<file path="src/rtl/fma_nan_pkg.sv">
package fma_nan_pkg;
  localparam int CLS_W = 3;
  localparam int N_OPS = 3;
  localparam int SEL_W = 2;

  typedef enum logic [CLS_W-1:0] {
    CL_ZERO = 3'd0,
    CL_NORM = 3'd1,
    CL_INF  = 3'd2,
    CL_QNAN = 3'd3,
    CL_SNAN = 3'd4
  } cls_e;

  typedef enum logic [SEL_W-1:0] {
    PICK_A    = 2'd0,
    PICK_B    = 2'd1,
    PICK_C    = 2'd2,
    PICK_DFLT = 2'd3
  } pick_e;

  typedef struct packed {
    logic [N_OPS-1:0] qn;
    logic [N_OPS-1:0] sn;
    logic             infzero;
  } cls_info_t;
endpackage

</file>
<file path="src/rtl/fma_nan_classify.sv">
module fma_nan_classify
  import fma_nan_pkg::*;
#(
  parameter int OPS = N_OPS
) (
  input  logic [OPS*CLS_W-1:0] cls_flat,
  output cls_info_t            info
);
  logic [OPS-1:0] is_inf, is_zero;

  genvar gi;
  generate
    for (gi = 0; gi < OPS; gi++) begin : g_op
      logic [CLS_W-1:0] code;
      assign code          = cls_flat[gi*CLS_W +: CLS_W];
      assign info.qn[gi]   = (code == CL_QNAN);
      assign info.sn[gi]   = (code == CL_SNAN);
      assign is_inf[gi]    = (code == CL_INF);
      assign is_zero[gi]   = (code == CL_ZERO);
    end
  endgenerate

  // product operands are indices 0 (a) and 1 (b)
  assign info.infzero = (is_inf[0] & is_zero[1]) | (is_zero[0] & is_inf[1]);
endmodule

</file>
<file path="src/rtl/fma_nan_prio.sv">
module fma_nan_prio
  import fma_nan_pkg::*;
#(
  parameter int FIRST  = 0,
  parameter int SECOND = 1,
  parameter int THIRD  = 2
) (
  input  logic [N_OPS-1:0] sn,
  input  logic [N_OPS-1:0] qn,
  output logic             found,
  output logic [SEL_W-1:0] idx
);
  localparam int ORD [N_OPS] = '{FIRST, SECOND, THIRD};

  // lowest-priority candidates are written first and later ones overwrite
  always_comb begin
    found = 1'b0;
    idx   = '0;
    for (int k = N_OPS-1; k >= 0; k--) begin
      if (qn[ORD[k]]) begin
        found = 1'b1;
        idx   = SEL_W'(ORD[k]);
      end
    end
    for (int k = N_OPS-1; k >= 0; k--) begin
      if (sn[ORD[k]]) begin
        found = 1'b1;
        idx   = SEL_W'(ORD[k]);
      end
    end
  end
endmodule

</file>
<file path="src/rtl/fma_nan_sel.sv">
module fma_nan_sel
  import fma_nan_pkg::*;
#(
  parameter int POL_W = 3
) (
  input  logic             clk,
  input  logic             rst,
  input  logic [CLS_W-1:0] a_cls,
  input  logic [CLS_W-1:0] b_cls,
  input  logic [CLS_W-1:0] c_cls,
  input  logic             dflt_mode,
  input  logic [POL_W-1:0] policy,
  output logic             special,
  output logic [SEL_W-1:0] res_sel,
  output logic             invalid,
  output logic             inv_snan,
  output logic             inv_imz
);
  cls_info_t        info;
  logic             f_abc, f_cab, f_cba;
  logic [SEL_W-1:0] i_abc, i_cab, i_cba;
  logic             spec_c;
  logic [SEL_W-1:0] pick_c;

  fma_nan_classify #(.OPS(N_OPS)) u_cls (
    .cls_flat ({c_cls, b_cls, a_cls}),
    .info     (info)
  );

  fma_nan_prio #(.FIRST(0), .SECOND(1), .THIRD(2)) u_abc (
    .sn(info.sn), .qn(info.qn), .found(f_abc), .idx(i_abc));
  fma_nan_prio #(.FIRST(2), .SECOND(0), .THIRD(1)) u_cab (
    .sn(info.sn), .qn(info.qn), .found(f_cab), .idx(i_cab));
  fma_nan_prio #(.FIRST(2), .SECOND(1), .THIRD(0)) u_cba (
    .sn(info.sn), .qn(info.qn), .found(f_cba), .idx(i_cba));

  assign spec_c = (|info.qn) | (|info.sn) | info.infzero;

  always_comb begin
    unique case (policy)
      POL_W'(0): pick_c = (info.infzero && info.qn[2]) ? PICK_DFLT
                          : (f_abc ? i_abc : PICK_DFLT);
      POL_W'(1): pick_c = info.infzero ? PICK_DFLT
                          : (f_abc ? i_abc : PICK_DFLT);
      POL_W'(2): pick_c = f_cab ? i_cab : PICK_DFLT;
      POL_W'(3): pick_c = f_cba ? i_cba : PICK_DFLT;
      default:   pick_c = PICK_DFLT;
    endcase
    if (dflt_mode) pick_c = PICK_DFLT;
    if (!spec_c)   pick_c = '0;
  end

  always_ff @(posedge clk) begin
    if (rst) begin
      special  <= 1'b0;
      res_sel  <= '0;
      invalid  <= 1'b0;
      inv_snan <= 1'b0;
      inv_imz  <= 1'b0;
    end else begin
      special  <= spec_c;
      res_sel  <= pick_c;
      inv_snan <= |info.sn;
      inv_imz  <= info.infzero;
      invalid  <= (|info.sn) | info.infzero;
    end
  end
endmodule

</file>
<file path="config.mk">
export PLATFORM = sky130hd
export DESIGN_NAME = fma_nan_sel
export DESIGN_NICKNAME = d
export VERILOG_FILES = /design/src/rtl/fma_nan_pkg.sv /design/src/rtl/fma_nan_classify.sv /design/src/rtl/fma_nan_prio.sv /design/src/rtl/fma_nan_sel.sv
export SDC_FILE = /design/constraint.sdc
export NUM_CORES = 1
export LEC_CHECK = 0
export ABC_AREA = 1
export BUFFER_PORTS_ARGS = -buffer_cell sky130_fd_sc_hd__buf_2
export CORE_MARGIN = 10
export CORE_UTILIZATION = 45
export CTS_BUF_LIST = sky130_fd_sc_hd__clkbuf_2
export DETAILED_ROUTE_END_ITERATION = 8
export HOLD_SLACK_MARGIN = 0.06
export PLACE_DENSITY = 0.76
export REMOVE_ABC_BUFFERS = 1
export SYNTH_ARGS = -nofsm -noshare
export SYNTH_HDL_FRONTEND = slang
export SYNTH_HIERARCHICAL = 1
export SYNTH_SLANG_ARGS = --single-unit
export TNS_END_PERCENT = 1
</file>
<file path="constraint.sdc">
create_clock -name clk -period 1.6 [get_ports clk]
set_clock_uncertainty 0.1 [all_clocks]
set_input_delay 0.08 -clock clk [delete_from_list [all_inputs] [get_ports clk]]
set_output_delay 0.08 -clock clk [all_outputs]
set_load 0.005 [all_outputs]
</file>
==> results.json <==
{
  "ys_seq_area_frac": 0.205,
  "min_period_ns": 1.19,
  "cp_slowest_stage_delay_ns": 0.24,
  "clk_pin_slew_ns": 0.06,
  "cts_made_buffers": 3,
  "cts.path.max_buffers": 2,
  "path_cells": "buf_2 > nor3b_1 > buf_4 > nor2_1 > nand3_1 > inv_1 > o21ai_1 > nand2_1 > nor2_1 > nor2_2",
  "worst_path_max_delay_cell": "nor3b_1",
  "route.detailed.drc": 0,
  "synth_top_area_frac": 0.205,
  "finalHoldViolations": 0,
  "port_buffers": 20,
  "cp.buffers_inverters": 3,
  "antenna_found_initial": 0,
  "antennaDiodeCount": 0,
  "crit_required_ns": 1.62,
  "vias": 705,
  "grt_use_total": 0.0923,
  "io_pins": 21,
  "rsz0062_at_grt": "no",
  "synth.area.top_cells": "dfxtp_1 20%, nor2_1 17%, nand2_1 15%, inv_1 13%, nand3_1 10%",
  "synthTopCellsByCount": "26 x nor2_1, 23 x nand2_1, 21 x inv_1, 12 x nand3_1, 6 x dfxtp_1",
  "vdd_drop_max_uv": 188,
  "cp_top_family": "simple AND/OR/NAND/NOR gates",
  "worstSetupEndpointType": "flop",
  "fp.dieW_um": 56.1,
  "start_util": 0.501,
  "fmax_mhz": 842,
  "tritoncts": "done",
  "drtIter0Drc": 6,
  "holdWs_ns": 0.112,
  "drive_above_1_share": 0.270,
  "grt_pass1_wl_um": 2480,
  "placed_cells": 150,
  "synthCells": 111,
  "finalCritPeriodShare": 0.742,
  "ant_nets": 0,
  "start_kind": "input port",
  "row_count": 12,
  "globalplace.congestion": 0.807,
  "core_area_sq_um": 1170,
  "die-area_sq_um": 3150,
  "synth_edf_count": 0,
  "grt_pass1_vias": 609,
  "dp_hpwl_um": 1170,
  "cts_root_buf": "clkbuf_2",
  "nets": 158,
  "maxCapViolCount": 0,
  "outcome": "complete, no violations",
  "power_density_nw_per_um2": 548,
  "yosysMostFrequentCell": "nor2_1",
  "yosysTopAreaCell": "dfxtp_1",
  "report.final.setup_viol": 0,
  "hp-class": "in2reg",
  "overflow": 0,
  "fin_setup_tns_ns": 0,
  "cpMostUsedCell": "nor2_1",
  "critPathKind": "in2reg",
  "syn_to_final_growth_pct": 32.4,
  "tightest_slew_ns": 0.289,
  "drv_slew": 0,
  "async_reset_ff_frac": 0,
  "grt_max_degree": 10,
  "max-slew-margin-rel": 0.806,
  "cp_max_fo": 6,
  "synthesis.area_sq_um": 587,
  "avgSynthCellArea_sq_um": 5.29,
  "die_h_um": 56.1,
  "yosysWarnings": 6,
  "cts_resized": 0,
  "ys.flop_type": "dfxtp_1",
  "yosysUniqueCellTypes": 17,
  "via_per_inst": 4.55,
  "layout_setup_ws_ns": 0.413,
  "clock-sinks": 6,
  "ys_ff_latch": 6,
  "routed_wl_um": 1460,
  "routedWlPerCell_um": 9.39,
  "crit_arrival_ns": 1.21,
  "drt_pass1_iterations": 4,
  "p_leak_nw": 0.447,
  "fin_cells": 155,
  "place_ws_ns": 0.177,
  "htree_levels": 1
}
area by class of cell:
cell class | instances | area, sq um
multi-input combinational | 82 | 380
clock buffer | 3 | 15.0
timing repair buffer | 27 | 158
fill | 113 | 394
inverter | 23 | 86.3
sequential | 6 | 120
tap | 14 | 17.5
stage by stage:
step	instance area [sq um]	util	power (mW)
after CTS	777	0.663	0.430
after floorplan	587	-	0.263
after detailed placement	742	0.634	0.323
final	777	0.663	0.426
after global routing	777	0.663	0.458
after global placement	742	0.634	0.320
state kept, by name, indices dropped and copies added, names as in the netlist:
signal	count
inv_snan	1
special	1
inv_imz	1
invalid	1
res_sel	2
metal layers:
layer | vias to the layer above | part of all wire | GRT usage | wire length [um]
met2 | 16 | 0.46 | 0.154 | 664
met3 | 3 | 0.045 | 0.0228 | 65
met5 | - | 0 | 0 | 0
met1 | 286 | 0.48 | 0.0990 | 696
met4 | 0 | 0.020 | 0.0614 | 29
li1 | 400 | - | - | -
report_power, final:
group,switching (mW),internal (mW)
Clock,0.0522,0.0507
Combinational,0.0886,0.0710
Sequential,0.00198,0.162
Total,0.143,0.283
path summary, 6_finish.rpt:
kind | from | endpoint | slack [ns] | cells past startpoint
worst max-delay path | c_cls[1] | res_sel[0] | 0.41 | 10
worst min-delay path | policy[2] | res_sel[1] | 0.11 | 5
cell families (layout without fill, tap and decap cells):
kind of cell | after synthesis | in the layout | synth area share
flip-flops | 6 | 6 | 0.205
AO/OA/AOI/OAI | 7 | 7 | 0.0703
AND/OR/NAND/NOR | 75 | 75 | 0.578
buffers and inverters | 23 | 53 | 0.147
repair_timing:
| action | CTS | global route |
|---|---|---|
| hold endpoints to repair | 3 | 0 |
| hold buffers | 2 | 0 |
| buffers inserted | 0 | 0 |
tightest hold or removal path, delay by kind of cell:
family,cells,cell delay [ns]
and+or+nand+nor,3,0.17
buffers and inverters,2,0.15
cell usage in the layout (no fill, tap or decap), types with 3 or more instances in the layout:
cell type,instances
inv_1,21
nor2_1,26
buf_4,5
a21oi_1,3
nor2_2,4
buf_2,20
nand2_1,23
nand3_1,12
nor3b_1,3
clkbuf_2,3
dfxtp_1,6
Power figures use the tool's default switching activity.
